<file path="src/rtl/csync_pkg.sv">
package csync_pkg;

  typedef enum logic {
    SRC_HSYNC = 1'b0,
    SRC_SOG   = 1'b1
  } csync_src_e;

  // True when one more disagreeing tick completes a window of len ticks.
  function automatic logic run_complete(input int unsigned run, input int unsigned len);
    return (run + 1) >= len;
  endfunction

  // A configuration change is a new source, or a write of a different length.
  function automatic logic cfg_differs(input logic sel_now, input logic sel_prev,
                                       input logic wr, input int unsigned len_new,
                                       input int unsigned len_cur);
    return (sel_now != sel_prev) || (wr && (len_new != len_cur));
  endfunction

endpackage

</file>
<file path="src/rtl/csync_src_sync.sv">
module csync_src_sync #(
  parameter int unsigned STAGES = 2
) (
  input  logic clk,
  input  logic rst_n,
  input  logic sel,
  input  logic hs_in,
  input  logic sog_in,
  output logic lvl_o
);
  import csync_pkg::*;

  logic raw;
  logic [STAGES-1:0] chain_q;

  assign raw = (csync_src_e'(sel) == SRC_SOG) ? sog_in : hs_in;

  generate
    if (STAGES == 1) begin : g_one
      always_ff @(posedge clk or negedge rst_n) begin
        if (!rst_n) chain_q <= '0;
        else        chain_q <= raw;
      end
    end else begin : g_many
      always_ff @(posedge clk or negedge rst_n) begin
        if (!rst_n) chain_q <= '0;
        else        chain_q <= {chain_q[STAGES-2:0], raw};
      end
    end
  endgenerate

  assign lvl_o = chain_q[STAGES-1];

endmodule

</file>
<file path="src/rtl/csync_cfg.sv">
module csync_cfg #(
  parameter int unsigned LEN_W   = 8,
  parameter int unsigned DEF_LEN = 32
) (
  input  logic             clk,
  input  logic             rst_n,
  input  logic             sel,
  input  logic             wr,
  input  logic [LEN_W-1:0] len_new,
  output logic [LEN_W-1:0] len_o,
  output logic             chg_o
);
  import csync_pkg::*;

  logic             sel_q;
  logic [LEN_W-1:0] len_q;

  assign chg_o = cfg_differs(sel, sel_q, wr, 32'(len_new), 32'(len_q));
  assign len_o = len_q;

  always_ff @(posedge clk or negedge rst_n) begin
    if (!rst_n) begin
      sel_q <= 1'b0;
      len_q <= LEN_W'(DEF_LEN);
    end else begin
      sel_q <= sel;
      if (wr) len_q <= len_new;
    end
  end

endmodule

</file>
<file path="src/rtl/csync_persist.sv">
module csync_persist #(
  parameter int unsigned LEN_W = 8
) (
  input  logic             clk,
  input  logic             rst_n,
  input  logic             lvl_i,
  input  logic [LEN_W-1:0] len_i,
  input  logic             clr_i,
  output logic             out_o,
  output logic [LEN_W-1:0] cnt_o,
  output logic             flip_o
);
  import csync_pkg::*;

  logic             out_q;
  logic [LEN_W-1:0] cnt_q;
  logic             differ;
  logic             bypass;
  logic             done;

  assign differ = (lvl_i != out_q);
  assign bypass = (len_i == '0);
  assign done   = run_complete(32'(cnt_q), 32'(len_i));
  assign flip_o = !clr_i && differ && (bypass || done);

  always_ff @(posedge clk or negedge rst_n) begin
    if (!rst_n) begin
      out_q <= 1'b0;
      cnt_q <= '0;
    end else if (clr_i) begin
      cnt_q <= '0;
    end else if (bypass) begin
      out_q <= lvl_i;
      cnt_q <= '0;
    end else if (!differ) begin
      cnt_q <= '0;
    end else if (done) begin
      out_q <= ~out_q;
      cnt_q <= '0;
    end else begin
      cnt_q <= cnt_q + 1'b1;
    end
  end

  assign out_o = out_q;
  assign cnt_o = cnt_q;

endmodule

</file>
<file path="src/rtl/csync_vsep.sv">
module csync_vsep #(
  parameter int unsigned LEN_W       = 8,
  parameter int unsigned DEF_LEN     = 32,
  parameter int unsigned SYNC_STAGES = 2
) (
  input  logic             clk,
  input  logic             rst_n,
  input  logic             hs_in,
  input  logic             sog_in,
  input  logic             src_sel,
  input  logic             len_we,
  input  logic [LEN_W-1:0] len_val,
  output logic             vsync_o
);

  logic             sync_lvl;
  logic             cfg_chg;
  logic [LEN_W-1:0] len_q;
  logic [LEN_W-1:0] run_cnt;
  logic             flip_evt;

  csync_src_sync #(.STAGES(SYNC_STAGES)) u_sync (
    .clk    (clk),
    .rst_n  (rst_n),
    .sel    (src_sel),
    .hs_in  (hs_in),
    .sog_in (sog_in),
    .lvl_o  (sync_lvl)
  );

  csync_cfg #(.LEN_W(LEN_W), .DEF_LEN(DEF_LEN)) u_cfg (
    .clk     (clk),
    .rst_n   (rst_n),
    .sel     (src_sel),
    .wr      (len_we),
    .len_new (len_val),
    .len_o   (len_q),
    .chg_o   (cfg_chg)
  );

  csync_persist #(.LEN_W(LEN_W)) u_filt (
    .clk    (clk),
    .rst_n  (rst_n),
    .lvl_i  (sync_lvl),
    .len_i  (len_q),
    .clr_i  (cfg_chg),
    .out_o  (vsync_o),
    .cnt_o  (run_cnt),
    .flip_o (flip_evt)
  );

endmodule

</file>
<file path="config.mk">
export PLATFORM = sky130hd
export DESIGN_NAME = csync_vsep
export DESIGN_NICKNAME = d
export VERILOG_FILES = /design/src/rtl/csync_pkg.sv /design/src/rtl/csync_src_sync.sv /design/src/rtl/csync_cfg.sv /design/src/rtl/csync_persist.sv /design/src/rtl/csync_vsep.sv
export SDC_FILE = /design/constraint.sdc
export NUM_CORES = 1
export LEC_CHECK = 0
export BUFFER_PORTS_ARGS = -buffer_cell sky130_fd_sc_hd__buf_2
export CORE_UTILIZATION = 40
export CTS_CLUSTER_SIZE = 25
export DETAILED_ROUTE_END_ITERATION = 8
export HOLD_SLACK_MARGIN = 0.06
export SYNTH_ARGS = -nofsm -noshare
export SYNTH_HDL_FRONTEND = slang
export SYNTH_HIERARCHICAL = 1
export SYNTH_SLANG_ARGS = --single-unit
</file>
<file path="constraint.sdc">
create_clock -name clk -period 2.5 [get_ports clk]
set_input_delay 0 -clock clk [delete_from_list [all_inputs] [get_ports clk]]
set_output_delay 0 -clock clk [all_outputs]
set_load 0.005 [all_outputs]
</file>
==> metrics.cfg, run 1 <==
[die]
dieHeight_um=55.2
dieArea_um2=3050
core.rowCount=18
dieWidth_um=55.2
top_level_ports=15
start_util=0.442
coreArea_um2=2570

[worst_setup_path]
cp_max_fo=2
reg2reg_from=u_filt/cnt_o[0]$_DFF_PN0_
critPathLaunch=u_filt/cnt_o[0]$_DFF_PN0_
worstPathArrival_ns=2.62
criticalPathCategory=reg -> reg
critPathCaptureType=flip-flop
startpoint_type=flip-flop
required_ns=2.69

[worst_hold_path]
min-delay-path-class=in -> reg
holdCritStartpoint=len_we

[power]
power.density_nw_per_um2=442
p_clk_frac=0.245
p_sw_uw=171
peakVddDrop_mv=0.359
swShare=0.262
internal_power_uw=481
leakage_uw=0.000691
power_frac_comb=0.192
seq_power_share=0.564

[routing]
drcViolationCount=0
first_pass_iters=3
drtIter0Drc=3
wire_per_inst_um=13.0
ant_nets=0
viasPerCell=5.02
num_vias=828
totalWireLength_um=2140

[clock_tree]
htreeDepth=1
clock_path_buffers=2
tritoncts=done
path_clk_slew_ns=0.12
cts_buffers=3
root_buffer=clkbuf_4
clock_latency_ns=0.30
cts.sinks=20

[cells_and_area]
layout_common_cells=dfrtp_1 (19), buf_2 (14), xnor2_1 (13)
finish.instance_area_um2=1480
final_common_cell=dfrtp_1
final_nets=159
drive_gt1_frac=0.326
diodes=0
fill_cells=222
syn2layout_area_growth_pct=30.4

[sta]
drv_slew=0
rsz0062_at_grt=true
min_period_ns=2.43
period_share=0.971
fin_tns_setup_ns=0
hold_slack_ns=0.101
fmax_mhz=412
skew_ns=0.0119
timing.final.ws_setup_ns=0.0714
hold_violations=0
finalSetupViolations=0
slew_headroom=0.701
tightest_slew_ns=0.448

[placed_design]
placed_area_um2=1240
io_buffers=14
dp_hpwl_um=1530
pre_cts_slack_ns=-0.0511
gp_congestion=0.744

[global_route]
antenna_found_initial=0
grtUsageTotal=0.154
grt_max_degree=21
grt_pass1_vias=826
grt_pass1_wl_um=3620
grt_overflow=0

[flow_run]
maxCapViolations=0

[yosys]
synthesis.area_um2=1130
syn_inst=100
ys_warn_count=6
syn_avg_cell_area_um2=11.3
synth_fp_nets=123

[status]
status=complete, no violations

layer usage:
metal,up-vias,track usage,share of wire,wire [um]
met5,-,0,0,0
met2,11,0.250,0.49,1050
met3,4,0.0281,0.021,44
met4,0,0.0857,0.022,48
met1,401,0.193,0.47,995
li1,412,-,-,-
power by group through the flow:
stage / sequential (uW) / clock (uW) / combinational [uW]
after floorplan: 369 / 0 / 71.3
after global placement: 373 / 0 / 103
after detailed placement: 374 / 0 / 106
after CTS: 367 / 166 / 124
after global routing: 372 / 184 / 140
final: 368 / 160 / 125
area by class of cell:
| class | count | area (um2) | area share |
|---|---|---|---|
| Timing Repair Buffer | 32 | 239 | 0.162 |
| Sequential cell | 20 | 502 | 0.340 |
| Inverter | 8 | 30.0 | 0.0203 |
| Clock buffer | 4 | 26.3 | 0.0178 |
| Tap cell | 30 | 37.5 | 0.0254 |
| Multi-Input combinational cell | 71 | 643 | 0.435 |
repair_timing:
item	in CTS	in global routing
hold buffers	12	0
resized for setup	1	10
pin swaps	3	7
endpoints found under the hold margin	30	0
setup endpoints to repair	9	9
buffers inserted	3	1
state kept, by name (all words and copies together), names as in the netlist:
signal,flops
u_cfg/len_o,8
u_filt/cnt_o,8
u_sync/chain_q,2
u_cfg/sel_q,1
u_filt/out_o,1
worst max-delay path, cell delays in order, from the launching register on:
cell	delay, ns
dfrtp_1	0.41
ha_4	0.16
nand3_4	0.09
nor2_4	0.15
xor2_2	0.16
ha_1	0.26
a21o_1	0.16
a221o_1	0.33
a31oi_2	0.21
a21oi_2	0.09
mux2_4	0.29
final timing paths:
kind,to,slack [ns],cells after the start
max,u_filt/out_o$_DFFE_PN0P_,0.07,10
min,u_cfg/len_o[4]$_DFFE_PN0P_,0.10,2
max reg2reg,u_filt/out_o$_DFFE_PN0P_,0.07,10
min reg2reg,u_sync/chain_q[1]$_DFF_PN0_,0.37,0
max in group asynchronous,u_cfg/len_o[5]$_DFFE_PN1P_,1.99,2
min in group asynchronous,u_filt/cnt_o[3]$_DFF_PN0_,0.16,2
per-stage QoR:
step,utilization,cells,total power (uW)
2_1_floorplan,-,100,440
3_3_place_gp,0.485,145,476
3_5_place_dp,0.485,145,480
4_1_cts,0.552,164,657
5_1_grt,0.576,165,696
6_report,0.576,165,652
No activity file was read; power rests on OpenSTA's default activity.
==> inputs of run 2 (changes only) <==
--- a/config.mk
+++ b/config.mk
@@ -10,6 +10,7 @@
 export CTS_CLUSTER_SIZE = 25
 export DETAILED_ROUTE_END_ITERATION = 8
 export HOLD_SLACK_MARGIN = 0.06
+export PLACE_DENSITY = 0.68
 export SYNTH_ARGS = -nofsm -noshare
 export SYNTH_HDL_FRONTEND = slang
 export SYNTH_HIERARCHICAL = 1
==> constraint.sdc (replaced) <==
create_clock -name clk -period 2.5 [get_ports clk]
set_input_delay 0.375 -clock clk [delete_from_list [all_inputs] [get_ports clk]]
set_output_delay 0.375 -clock clk [all_outputs]
set_load 0.005 [all_outputs]
==> run 2 against run 1 <==
Count of clock-buffer cells in the layout is the same. Sequential power about the same. Non-clock buffer count is 11 lower. Critical endpoint unchanged. Largest power group unchanged.
==> metrics.cfg, run 2 (synthesis gave the netlist of run 1 again) <==
[cells_and_area]
layout_common_cells=dfrtp_1 (19), buf_2 (14), xnor2_1 (13)
final_nets=148  ; -6.9%
fin_util=0.534  ; -0.0419
diodes=0  ; unchanged
drive_gt1_frac=0.355  ; +0.0289
final_common_cell=dfrtp_1
syn2layout_area_growth_pct=20.9
finish.instance_area_um2=1370  ; -7.3%

[die]
top_level_ports=15  ; unchanged
coreArea_um2=2570  ; unchanged
start_util=0.442  ; unchanged
dieWidth_um=55.2  ; unchanged
core.rowCount=18  ; unchanged
dieHeight_um=55.2  ; unchanged
dieArea_um2=3050  ; unchanged

[sta]
tightest_slew_ns=0.450  ; +0.00158 ns
rsz0062_at_grt=true
fmax_mhz=413  ; +0.32%
hold_slack_ns=0.224  ; +0.123 ns
min_period_ns=2.42  ; -0.00780 ns
drv_slew=0  ; unchanged
slew_headroom=0.700  ; -0.00106
period_share=0.968  ; -0.00312
skew_ns=0.00277  ; -0.00918 ns
timing.final.ws_setup_ns=0.0792  ; +0.00780 ns
hold_violations=0  ; unchanged
finalSetupViolations=0  ; unchanged

[global_route]
grt_pass1_wl_um=3630  ; +0.39%
grt_overflow=0  ; unchanged
grt_pass1_vias=814  ; -1.5%
antenna_found_initial=0  ; unchanged
grtUsageTotal=0.154  ; -0.000536
grt_max_degree=21  ; unchanged

[power]
swShare=0.258  ; -0.00398
p_sw_uw=173  ; +0.93%
peakVddDrop_mv=0.396  ; +10%
leakage_uw=0.000653  ; -5.6%
seq_power_share=0.550  ; -0.014
p_clk_frac=0.282  ; +0.037
internal_power_uw=496  ; +3.0%
power.density_nw_per_um2=488  ; +11%
power_frac_comb=0.168  ; -0.024

[placed_design]
gp_congestion=0.766  ; +3.0%
placed_area_um2=1240  ; unchanged
pre_cts_slack_ns=-0.0394  ; +0.0116 ns
io_buffers=14  ; unchanged
dp_hpwl_um=1630  ; +6.3%

[clock_tree]
tritoncts=done
cts.sinks=20  ; unchanged
root_buffer=clkbuf_4
path_clk_slew_ns=0.11  ; about the same
htreeDepth=1  ; unchanged
clock_latency_ns=0.30  ; about the same
clock_path_buffers=2  ; unchanged
cts_buffers=3  ; unchanged

[flow_run]
maxCapViolations=0  ; unchanged

[routing]
totalWireLength_um=2080  ; -2.5%
wire_per_inst_um=13.5  ; +4.4%
viasPerCell=5.16  ; +2.7%
drcViolationCount=0  ; unchanged
first_pass_iters=4  ; +1
ant_nets=0  ; unchanged
drtIter0Drc=10  ; +7
num_vias=794  ; -4.1%

[worst_setup_path]
cp_max_fo=3  ; +1
worstPathArrival_ns=2.61  ; about the same
critPathLaunch=u_filt/cnt_o[1]$_DFF_PN0_
startpoint_type=flip-flop
reg2reg_from=u_filt/cnt_o[1]$_DFF_PN0_
required_ns=2.69  ; about the same
criticalPathCategory=reg -> reg
critPathCaptureType=flip-flop

[worst_hold_path]
min-delay-path-class=in -> reg
holdCritStartpoint=src_sel

[status]
status=complete, no violations

## run 2: stage by stage
stage                     TNS [ns]  total power, uW  instances
after floorplan                  0              440        100
after global placement           0              475        145
after detailed placement   -0.0394              482        145
after CTS                        0              675        151
after global routing       -0.0286              710        154
final                            0              669        154
## run 2: critical path, cell delays in order (launching register included)
cell,delay [ns]
dfrtp_1,0.39
ha_2,0.22
nand3_4,0.09
nor2_4,0.15
xor2_2,0.16
ha_1,0.25
a21o_1,0.16
a221o_1,0.33
a31oi_4,0.18
a21oi_2,0.09
mux2_4,0.30
## run 2: power by group through the flow
| stage | clock network [uW] | logic [uW] | registers, uW |
|---|---|---|---|
| final | 189 | 112 | 368 |
| after global placement | 0 | 103 | 372 |
| after global routing | 212 | 126 | 372 |
| after floorplan | 0 | 71.3 | 369 |
| after CTS | 195 | 112 | 368 |
| after detailed placement | 0 | 108 | 374 |
## run 2: cell type report
type,count,area [um2]
Clock buffer,4,36.3
Fill cell,245,1200
Inverter,8,30.0
Multi-Input combinational cell,71,639
Sequential cell,20,502
Tap cell,30,37.5
Timing Repair Buffer,21,125
## run 2: timing repair
action / CTS / global route
cloned: 0 / 0
endpoints found under the hold margin: 19 / 0
pin swaps: 1 / 4
hold buffers: 1 / 0
resized for setup: 1 / 8
setup buffers: 1 / 3
setup endpoints to repair: 2 / 9
## run 2: final timing paths
check,slack (ns),to,cells past startpoint
max,0.08,u_filt/out_o$_DFFE_PN0P_,10
min,0.22,u_cfg/sel_q$_DFF_PN0_,1
max reg2reg,0.08,u_filt/out_o$_DFFE_PN0P_,10
min reg2reg,0.37,u_sync/chain_q[1]$_DFF_PN0_,0
max in group asynchronous,1.61,u_cfg/len_o[5]$_DFFE_PN1P_,2
min in group asynchronous,0.54,u_filt/cnt_o[2]$_DFF_PN0_,2
## run 2: per-layer routing
metal	track usage	wire (um)
met4	0.0536	0
met1	0.179	884
met2	0.281	1130
met3	0.0281	67
met5	0	0
==> inputs of run 3 (changes only) <==
--- a/config.mk
+++ b/config.mk
@@ -13,5 +13,4 @@
 export PLACE_DENSITY = 0.68
 export SYNTH_ARGS = -nofsm -noshare
 export SYNTH_HDL_FRONTEND = slang
-export SYNTH_HIERARCHICAL = 1
 export SYNTH_SLANG_ARGS = --single-unit
==> run 3 against run 2 <==
Clock skew grew 0.0037 ns. Critical path depth is the same. Design area shrank 3.5%. Count of clock-buffer cells in the layout is the same. Wire length grew 4.9%. Non-clock buffer count shrank 2.
==> metrics.cfg, run 3 <==
[worst_setup_path]
startpoint_type=flip-flop
r2r_setup_slack_ns=0.19  ; +0.11 ns
cp_max_fo=7  ; +4
regToRegEndpoint=u_filt.cnt_o[4]$_DFF_PN0_
worstPathArrival_ns=2.51  ; -0.10 ns
reg2reg_from=u_filt.cnt_o[0]$_DFF_PN0_
criticalPathCategory=reg -> reg
critPathCaptureType=flip-flop
rr_worst_depth=10  ; unchanged
required_ns=2.70  ; about the same

[worst_hold_path]
holdCritStartpoint=src_sel
min-delay-path-class=in -> reg
min_path_cells=1  ; unchanged
worstHoldEndpoint=u_cfg.sel_q$_DFF_PN0_

[yosys]
synth_flop_cell=dfrtp_1
synthXorXnorAreaFrac=0.123
synthArstFlopShare=1.00
synth_edf_count=0
netlist_top_cells_count=dfrtp_1 (19), xor2_1 (12), nand2_1 (11)
ys_warn_count=0  ; -6
ys_seq_area_frac=0.442
yosys.area_share.simple=0.170
ys_types=29
synth_adder_area_share=0.0992
synthesis.area_um2=1130  ; +0.11%
synth_top_cell_by_area=dfrtp_1
synthMuxAreaShare=0.0198
yosysMostFrequentCell=dfrtp_1
synth_top_area_frac=0.419
synth_top_family_by_area=simple AND/OR/NAND/NOR gates
synth_seq_cells=20
synth_compound_area_frac=0.101
syn_avg_cell_area_um2=10.2  ; -9.8%
synth_fp_nets=134  ; +8.9%
synthTopCellsByArea=dfrtp_1 (42%), ha_1 (9.9%), xor2_1 (9.3%)
syn_inst=111  ; +11%

[global_route]
grt_pass1_wl_um=3790  ; +4.4%
grt_max_degree=21  ; unchanged
antenna_found_initial=0  ; unchanged
grtUsageTotal=0.156  ; +0.00203
grt_overflow=0  ; unchanged
grt_pass1_vias=884  ; +8.6%

[cells_and_area]
layout_common_cells=dfrtp_1 (18), buf_2 (14), xor2_1 (12)
syn2layout_area_growth_pct=16.5
diodes=0  ; unchanged
finish.instance_area_um2=1320  ; -3.5%
final_nets=155  ; +4.7%
drive_gt1_frac=0.237  ; -0.118
final_common_cell=dfrtp_1

[power]
power_frac_comb=0.158  ; -0.010
p_total_uw=639  ; -4.4%
swShare=0.258  ; about the same
seq_power_share=0.558  ; +0.008
leakage_uw=0.000626  ; -4.0%
internal_power_uw=474  ; -4.4%
p_clk_frac=0.284  ; +0.002
peakVddDrop_mv=0.464  ; +17%
p_sw_uw=165  ; -4.5%
power.density_nw_per_um2=483  ; -1.0%

[placed_design]
dp_hpwl_um=1660  ; +1.7%
gp_congestion=0.820  ; +7.1%
placed_area_um2=1240  ; -0.60%
io_buffers=14  ; unchanged

[die]
dieHeight_um=55.3  ; about the same
dieArea_um2=3050  ; +0.11%
start_util=0.442  ; +0.000487
coreArea_um2=2570  ; unchanged
dieWidth_um=55.3  ; about the same
top_level_ports=15  ; unchanged
core.rowCount=18  ; unchanged

[sta]
fmax_mhz=432  ; +4.6%
finalSetupViolations=0  ; unchanged
period_share=0.925  ; -0.0429
drv_slew=0  ; unchanged
min_period_ns=2.31  ; -0.107 ns
tightest_slew_ns=0.445  ; -0.00546 ns
fin_tns_setup_ns=0  ; unchanged
hold_violations=0  ; unchanged
skew_ns=0.00645  ; +0.00369 ns
slew_headroom=0.704  ; +0.00364

[clock_tree]
cts_buffers=3  ; unchanged
tritoncts=done
clock_latency_ns=0.30  ; about the same
cts.sinks=20  ; unchanged
htreeDepth=1  ; unchanged
root_buffer=clkbuf_4
path_clk_slew_ns=0.10  ; about the same
clock_path_buffers=2  ; unchanged

[status]
status=complete, no violations

[routing]
viasPerCell=5.39  ; +4.6%
num_vias=868  ; +9.3%
drtIter0Drc=43  ; +33
wire_per_inst_um=13.6  ; +0.34%
drcViolationCount=0  ; unchanged
ant_nets=0  ; unchanged
totalWireLength_um=2190  ; +4.9%
first_pass_iters=4  ; unchanged

[flow_run]
maxCapViolations=0  ; unchanged

run 3: metal layers:
metal  part of all wire  routed length (um)  track usage
met1               0.46                 997        0.198
met2               0.50                1080        0.256
met3              0.047                 103       0.0515
met4                  0                   0       0.0357
met5                  0                   0            0
run 3: kinds of logic after synthesis:
group	after synthesis
and+or+nand+nor	34
AOI/OAI and AO/OA	17
xor gates and xnor gates	16
muxes	2
buffers and inverters	13
DFF	20
adders and majority gates	9
run 3: worst max-delay path by stage:
stage,start,to,slack (ns),depth (start not counted)
2_1_floorplan,u_filt.cnt_o[2]$_DFF_PN0_,u_filt.cnt_o[2]$_DFF_PN0_,0.37,10
3_3_place_gp,u_filt.cnt_o[2]$_DFF_PN0_,u_filt.cnt_o[5]$_DFF_PN0_,0.1,10
3_5_place_dp,u_filt.cnt_o[2]$_DFF_PN0_,u_filt.cnt_o[5]$_DFF_PN0_,0.08,10
4_1_cts,u_filt.cnt_o[2]$_DFF_PN0_,u_filt.cnt_o[5]$_DFF_PN0_,0.05,10
5_1_grt,u_filt.cnt_o[0]$_DFF_PN0_,u_filt.cnt_o[7]$_DFF_PN0_,-0.02,10
6_report,u_filt.cnt_o[0]$_DFF_PN0_,u_filt.cnt_o[4]$_DFF_PN0_,0.19,10
run 3: final cells by class:
cell class	instances	area, um2
multi-input cells	78	598
well taps	30	37.5
clock buffers	4	36.3
flip-flops and latches	20	503
repair buffers	19	110
inverters	10	37.5
fillers	235	1240
run 3: repair_timing:
item / in CTS / in global routing
hold buffers: 1 / 0
resized for setup: 0 / 4
hold endpoints to repair: 19 / 0
buffers inserted: 0 / 3
setup endpoints to repair: 0 / 9
run 3: per-stage QoR:
stage / worst slack (ns) / std cells / util / hold WS [ns]
2_1_floorplan: 0.372 / 111 / - / 0.0794
3_3_place_gp: 0.0990 / 153 / 0.482 / 0.332
3_5_place_dp: 0.0842 / 153 / 0.482 / 0.339
4_1_cts: 0.0503 / 158 / 0.500 / 0.215
5_1_grt: -0.0227 / 161 / 0.515 / 0.215
6_report: 0.186 / 161 / 0.515 / 0.227
run 3: power groups by stage:
stage / clock (uW) / combinational, uW / sequential, uW
after floorplan: 0 / 63.0 / 359
after global placement: 0 / 92.8 / 362
after detailed placement: 0 / 96.7 / 363
after CTS: 191 / 98.3 / 357
after global routing: 202 / 116 / 360
final: 181 / 101 / 357
run 3: worst max-delay path, stage by stage (launching register included):
cell and delay [ns]:
dfrtp_1 0.43, ha_1 0.27, nand3_1 0.13, xnor2_1 0.19, ha_1 0.21, a21oi_1 0.17
o22ai_1 0.11, a211oi_2 0.18, nand4_1 0.14, buf_4 0.19, nor3b_1 0.21
